### src/rtl/vga_timing_pkg.sv
package vga_timing_pkg;

  typedef struct packed {
    logic hsync_n;
    logic vsync_n;
    logic blank;
    logic acc_win;
    logic frame_blank;
    logic pix_en;
  } raster_flags_t;

endpackage

### src/rtl/scan_counter.sv
module scan_counter #(
  parameter int MOD = 800,
  localparam int W = $clog2(MOD)
) (
  input  logic         clk,
  input  logic         rst,
  input  logic         adv,
  output logic [W-1:0] cnt,
  output logic [W-1:0] nxt
);

  localparam logic [W-1:0] LAST = W'(MOD - 1);

  always_comb begin
    if (rst)
      nxt = '0;
    else if (adv)
      nxt = (cnt == LAST) ? '0 : cnt + 1'b1;
    else
      nxt = cnt;
  end

  always_ff @(posedge clk) begin
    cnt <= nxt;
  end

endmodule

### src/rtl/raster_decode.sv
module raster_decode
  import vga_timing_pkg::*;
#(
  parameter int H_VIS    = 640,
  parameter int H_FP     = 16,
  parameter int H_SYNC   = 96,
  parameter int H_BP     = 48,
  parameter int V_VIS    = 480,
  parameter int V_FP     = 10,
  parameter int V_SYNC   = 2,
  parameter int V_BP     = 33,
  parameter int ACC_LEAD = 4,
  localparam int H_TOTAL = H_VIS + H_FP + H_SYNC + H_BP,
  localparam int V_TOTAL = V_VIS + V_FP + V_SYNC + V_BP,
  localparam int HW      = $clog2(H_TOTAL),
  localparam int VW      = $clog2(V_TOTAL)
) (
  input  logic [HW-1:0]  h,
  input  logic [VW-1:0]  v,
  output raster_flags_t  flags
);

  localparam logic [HW-1:0] H_VIS_T  = HW'(H_VIS);
  localparam logic [HW-1:0] HS_BEG   = HW'(H_VIS + H_FP);
  localparam logic [HW-1:0] HS_END   = HW'(H_VIS + H_FP + H_SYNC);
  localparam logic [HW-1:0] ACC_STOP = HW'(H_TOTAL - ACC_LEAD);
  localparam logic [VW-1:0] V_VIS_T  = VW'(V_VIS);
  localparam logic [VW-1:0] V_PRELST = VW'(V_VIS - 1);
  localparam logic [VW-1:0] V_LAST   = VW'(V_TOTAL - 1);
  localparam logic [VW-1:0] VS_BEG   = VW'(V_VIS + V_FP);
  localparam logic [VW-1:0] VS_END   = VW'(V_VIS + V_FP + V_SYNC);

  logic h_off, v_off, next_line_shown, in_lead;

  always_comb begin
    h_off           = (h >= H_VIS_T);
    v_off           = (v >= V_VIS_T);
    next_line_shown = (v < V_PRELST) || (v == V_LAST);
    in_lead         = (h >= ACC_STOP) && next_line_shown;

    flags.hsync_n     = !((h >= HS_BEG) && (h < HS_END));
    flags.vsync_n     = !((v >= VS_BEG) && (v < VS_END));
    flags.blank       = h_off || v_off;
    flags.acc_win     = (h_off || v_off) && !in_lead;
    flags.frame_blank = v_off;
    flags.pix_en      = !(h_off || v_off) && !h[0];
  end

endmodule

### src/rtl/vga_raster_timer.sv
module vga_raster_timer
  import vga_timing_pkg::*;
#(
  parameter int H_VIS    = 640,
  parameter int H_FP     = 16,
  parameter int H_SYNC   = 96,
  parameter int H_BP     = 48,
  parameter int V_VIS    = 480,
  parameter int V_FP     = 10,
  parameter int V_SYNC   = 2,
  parameter int V_BP     = 33,
  parameter int ACC_LEAD = 4,
  localparam int H_TOTAL = H_VIS + H_FP + H_SYNC + H_BP,
  localparam int V_TOTAL = V_VIS + V_FP + V_SYNC + V_BP,
  localparam int HW      = $clog2(H_TOTAL),
  localparam int VW      = $clog2(V_TOTAL)
) (
  input  logic          clk,
  input  logic          rst,
  output logic          hsync_n,
  output logic          vsync_n,
  output logic          blank,
  output logic          acc_win,
  output logic          frame_blank,
  output logic          pix_en,
  output logic [HW-1:0] hpos,
  output logic [VW-1:0] vpos
);

  localparam logic [HW-1:0] H_LAST = HW'(H_TOTAL - 1);

  logic [HW-1:0] h_cnt, h_nxt;
  logic [VW-1:0] v_cnt, v_nxt;
  logic          h_wrap;
  raster_flags_t dec_flags, out_flags;

  assign h_wrap = (h_cnt == H_LAST);

  scan_counter #(.MOD(H_TOTAL)) u_hcnt (
    .clk (clk),
    .rst (rst),
    .adv (1'b1),
    .cnt (h_cnt),
    .nxt (h_nxt)
  );

  scan_counter #(.MOD(V_TOTAL)) u_vcnt (
    .clk (clk),
    .rst (rst),
    .adv (h_wrap),
    .cnt (v_cnt),
    .nxt (v_nxt)
  );

  raster_decode #(
    .H_VIS(H_VIS), .H_FP(H_FP), .H_SYNC(H_SYNC), .H_BP(H_BP),
    .V_VIS(V_VIS), .V_FP(V_FP), .V_SYNC(V_SYNC), .V_BP(V_BP),
    .ACC_LEAD(ACC_LEAD)
  ) u_dec (
    .h     (h_nxt),
    .v     (v_nxt),
    .flags (dec_flags)
  );

  // Flags are decoded from the upcoming count so they land in step with it.
  always_ff @(posedge clk) begin
    out_flags <= dec_flags;
  end

  assign hsync_n     = out_flags.hsync_n;
  assign vsync_n     = out_flags.vsync_n;
  assign blank       = out_flags.blank;
  assign acc_win     = out_flags.acc_win;
  assign frame_blank = out_flags.frame_blank;
  assign pix_en      = out_flags.pix_en;
  assign hpos        = h_cnt;
  assign vpos        = v_cnt;

endmodule

### config.mk
export PLATFORM = sky130hd
export DESIGN_NAME = vga_raster_timer
export DESIGN_NICKNAME = d
export VERILOG_FILES = /design/src/rtl/vga_timing_pkg.sv /design/src/rtl/scan_counter.sv /design/src/rtl/raster_decode.sv /design/src/rtl/vga_raster_timer.sv
export SDC_FILE = /design/constraint.sdc
export NUM_CORES = 1
export LEC_CHECK = 0
export ABC_AREA = 1
export ABC_CLOCK_PERIOD_IN_PS = 1750
export BUFFER_PORTS_ARGS = -buffer_cell sky130_fd_sc_hd__clkbuf_2
export CORE_UTILIZATION = 40
export CTS_BUF_LIST = sky130_fd_sc_hd__clkbuf_4 sky130_fd_sc_hd__clkbuf_8 sky130_fd_sc_hd__clkbuf_16
export DETAILED_ROUTE_END_ITERATION = 16
export PLACE_DENSITY_LB_ADDON = 0.05
export SYNTH_ARGS = -nofsm -noshare
export SYNTH_HDL_FRONTEND = slang
export SYNTH_SLANG_ARGS = --single-unit
### constraint.sdc
create_clock -name clk -period 1.75 [get_ports clk]
set_input_delay 0.0875 -clock clk [delete_from_list [all_inputs] [get_ports clk]]
set_output_delay 0.0875 -clock clk [all_outputs]
set_load 0.005 [all_outputs]
==> impl_metrics.tcl <==
set metrics [dict create \
    status "finished with violations" \
    violations "setup timing" \
    cts_tree "built" \
    io_pins 28 \
    cts_buffer_depth 2 \
    rrSetupSlack_ns -0.08 \
    syn_area_um2 1530 \
    finish.utilization 0.681 \
    grt_overflow 0 \
    fillCellCount 313 \
    final-max-slew-violation-count 0 \
    antenna_found_initial 0 \
    htreeDepth 1 \
    synth-seq-area-share 0.339 \
    die_h_um 63.9 \
    cp.required_ns 1.97 \
    p_int_mw 0.937 \
    reg2reg_from "u_hcnt.cnt[0]" \
    coreArea_um2 3660 \
    yosys.area.top_type_share 0.339 \
    totalPowerFinal_mw 1.19 \
    clkTransAtPathRegs_ns 0.10 \
    rows 22 \
    register_area_um2 534 \
    max_slew_margin 0.714 \
    syn_inst 231 \
    hold_class "primary input to register" \
    grt_pass1_vias 1613 \
    worst_slew_pin_slew_ns 0.429 \
    detailed_place.area_um2 2090 \
    vdd_drop_max_mv 0.309 \
    synth-main-ff-cell "dfxtp_1" \
    swShare 0.212 \
    max_cap_viol_count 0 \
    dp_hpwl_um 3210 \
    synth-edff-count 0 \
    synth_nets 236 \
    grt_pass1_wl_um 7110 \
    criticalPathCategory "register to register" \
    setup_violations 5 \
    min_from "rst" \
    cts.sinks 26 \
    num_antenna_cells 0 \
    dieArea_um2 4090 \
    critPathLaunchType "register" \
    p_seq_frac 0.508 \
    detail-route-antenna-nets 0 \
    cp.arrival_ns 2.05 \
    die_x_um 63.9 \
    clockPowerShare 0.435 \
    start_util 0.419 \
    via_per_inst 4.66 \
    pwr-share-comb 0.057 \
    drtPass1Iterations 4 \
    nNetsFinal 326 \
    synthTopCellsByCount "63 x nand2_1, 38 x inv_1, 26 x dfxtp_1, 26 x nand3_1, 23 x nor2_1" \
    period_share 1.05 \
    max_freq_mhz 546 \
    post_drt_wl_per_cell_um 11.9 \
    syn_avg_cell_area_um2 6.64 \
    fin_crit_ns 1.83 \
    whs_endpoint "u_hcnt.cnt[2]" \
    p_leak_nw 1.31 \
    synth.area.top_cells "dfxtp_1 34%, nand2_1 15%, inv_1 9.3%" \
    syn_to_final_growth_pct 62.5 \
    yosysTopAreaCell "dfxtp_1" \
    yosys_warnings 0 \
    yosysMostFrequentCell "nand2_1" \
    clk_latency_ns 0.28 \
    grt_use_total 0.226 \
    grt_setup_unrepaired "yes" \
    dp_slack_ns -0.207 \
    vias 1715 \
    cp-end-kind "register" \
    fin_worst_skew_ns 0.00426 \
    first_iter_violations 66 \
    cts_made_buffers 3 \
    multi_input_area_um2 1020 \
    cts_hold_buf 0 \
    synth_seq_cells 26 \
    final-hold-violation-count 0 \
    worstReg2RegEnd "acc_win" \
    fin_ws_ns -0.0813 \
    place.gp.congestion 0.772 \
    layout-drive-gt1-share 0.500 \
    timing.hold.ws_ns 0.0862 \
    critical_path.max_fanout 5 \
    p_per_area_nw_per_um2 477 \
    worstHoldPathCells 2 \
    design_area_um2 2490 \
    switchingPower_mw 0.252 \
    ff2ff_path_depth 14 \
    synth.distinct_cells 27 \
    wl_um 4390 \
    cts-root-buf "clkbuf_8" \
    grt_start_max_net_pins 16 \
    io_buffers 27 \
    async_flop_share 0 \
    drc 0 \
]
## kinds of logic after synthesis
family                     count (synthesis)  synth area share
xor gates and xnor gates                   2            0.0114
and+or+nand+nor                          141             0.442
adders and majority gates                  3            0.0245
AOI/OAI and AO/OA                         11            0.0563
buffers and inverters                     48             0.126
DFF                                       26             0.339
## through the flow
step | setup TNS, ns | instances
3_5_place_dp | -0.593 | 351
4_1_cts | -0.0975 | 363
6_report | -0.206 | 368
3_3_place_gp | -0.298 | 351
2_1_floorplan | 0 | 231
5_1_grt | -0.904 | 368
## final cells by class
| class | count | area share |
|---|---|---|
| sequential | 26 | 0.214 |
| tap | 48 | 0.0241 |
| clock inverter | 1 | 0.0120 |
| multi-input combinational | 157 | 0.408 |
| inverter | 45 | 0.0713 |
| timing repair buffer | 88 | 0.254 |
| clock buffer | 3 | 0.0166 |
## layout by cell type (no fill, tap or decap)
| cell type | count |
|---|---|
| o21ai_2 | 2 |
| a21oi_2 | 1 |
| nand3_1 | 18 |
| bufinv_16 | 1 |
| a31o_2 | 1 |
| dfxtp_2 | 5 |
| buf_6 | 7 |
| nor2_4 | 7 |
| nand4_1 | 4 |
| clkbuf_8 | 3 |
| nand2_4 | 1 |
| nor2_1 | 19 |
| clkinv_1 | 1 |
| nor2_8 | 1 |
| nand4_4 | 1 |
| a31oi_4 | 1 |
| inv_1 | 30 |
| ha_4 | 3 |
| dfxtp_1 | 19 |
| nor2_2 | 6 |
| inv_4 | 3 |
| nand3_2 | 8 |
| buf_12 | 1 |
| nor3_2 | 2 |
| clkbuf_2 | 27 |
| nor3_4 | 1 |
| o21ai_0 | 2 |
| a21oi_4 | 1 |
| clkinv_2 | 1 |
| nor3_1 | 2 |
| o21ai_1 | 3 |
| nand2_2 | 6 |
| inv_2 | 10 |
| xor2_1 | 2 |
| nand2_1 | 60 |
| nor4_2 | 1 |
| buf_4 | 53 |
| dfxtp_4 | 2 |
| nand3_4 | 4 |
## layer usage
layer | vias up | share of wire | track usage
met5 | - | 0 | 0
met4 | 0 | 0.013 | 0.0625
met3 | 7 | 0.034 | 0.0268
met2 | 34 | 0.47 | 0.386
met1 | 781 | 0.48 | 0.297
li1 | 893 | - | -
## critical path: stages (launching register included)
cell,delay [ns]
dfxtp_4,0.37
ha_4,0.14
nand2_4,0.05
nor2_4,0.13
inv_2,0.08
nor2_8,0.12
buf_6,0.14
nand4_1,0.10
nand3_2,0.14
nand2_2,0.09
nor2_4,0.10
nand3_1,0.07
nand2_1,0.07
nand2_1,0.06
a21oi_2,0.11
## power by group through the flow
| stage | clock [mW] | sequential, mW | combinational [mW] |
|---|---|---|---|
| floorplan | 0 | 0.622 | 0.0225 |
| global placement | 0 | 0.618 | 0.0558 |
| detailed placement | 0 | 0.619 | 0.0554 |
| CTS | 0.526 | 0.604 | 0.0604 |
| global route | 0.553 | 0.605 | 0.0737 |
| finish | 0.517 | 0.603 | 0.0674 |
## flip-flops by register name (all words and copies together), names as in the netlist
| name | count |
|---|---|
| frame_blank | 1 |
| u_vcnt.cnt | 10 |
| vsync_n | 1 |
| blank | 1 |
| acc_win | 1 |
| pix_en | 1 |
| u_hcnt.cnt | 10 |
| hsync_n | 1 |
## worst max-delay path by stage
stage,startpoint,end,slack [ns],cells past startpoint
finish,u_hcnt.cnt[0],acc_win,-0.08,14
global route,u_hcnt.cnt[0],acc_win,-0.21,13
CTS,u_hcnt.cnt[0],acc_win,-0.06,13
detailed placement,u_hcnt.cnt[0],acc_win,-0.21,15
global placement,u_hcnt.cnt[0],acc_win,-0.11,15
floorplan,u_hcnt.cnt[1],acc_win,0.01,13
## repair_timing
| item | in CTS | in global routing |
|---|---|---|
| pin swaps | 26 | 13 |
| setup endpoints to repair | 6 | 7 |
| resized for setup | 43 | 19 |
| buffers inserted | 8 | 5 |
Note: power is estimated with default switching activity, not from simulation.
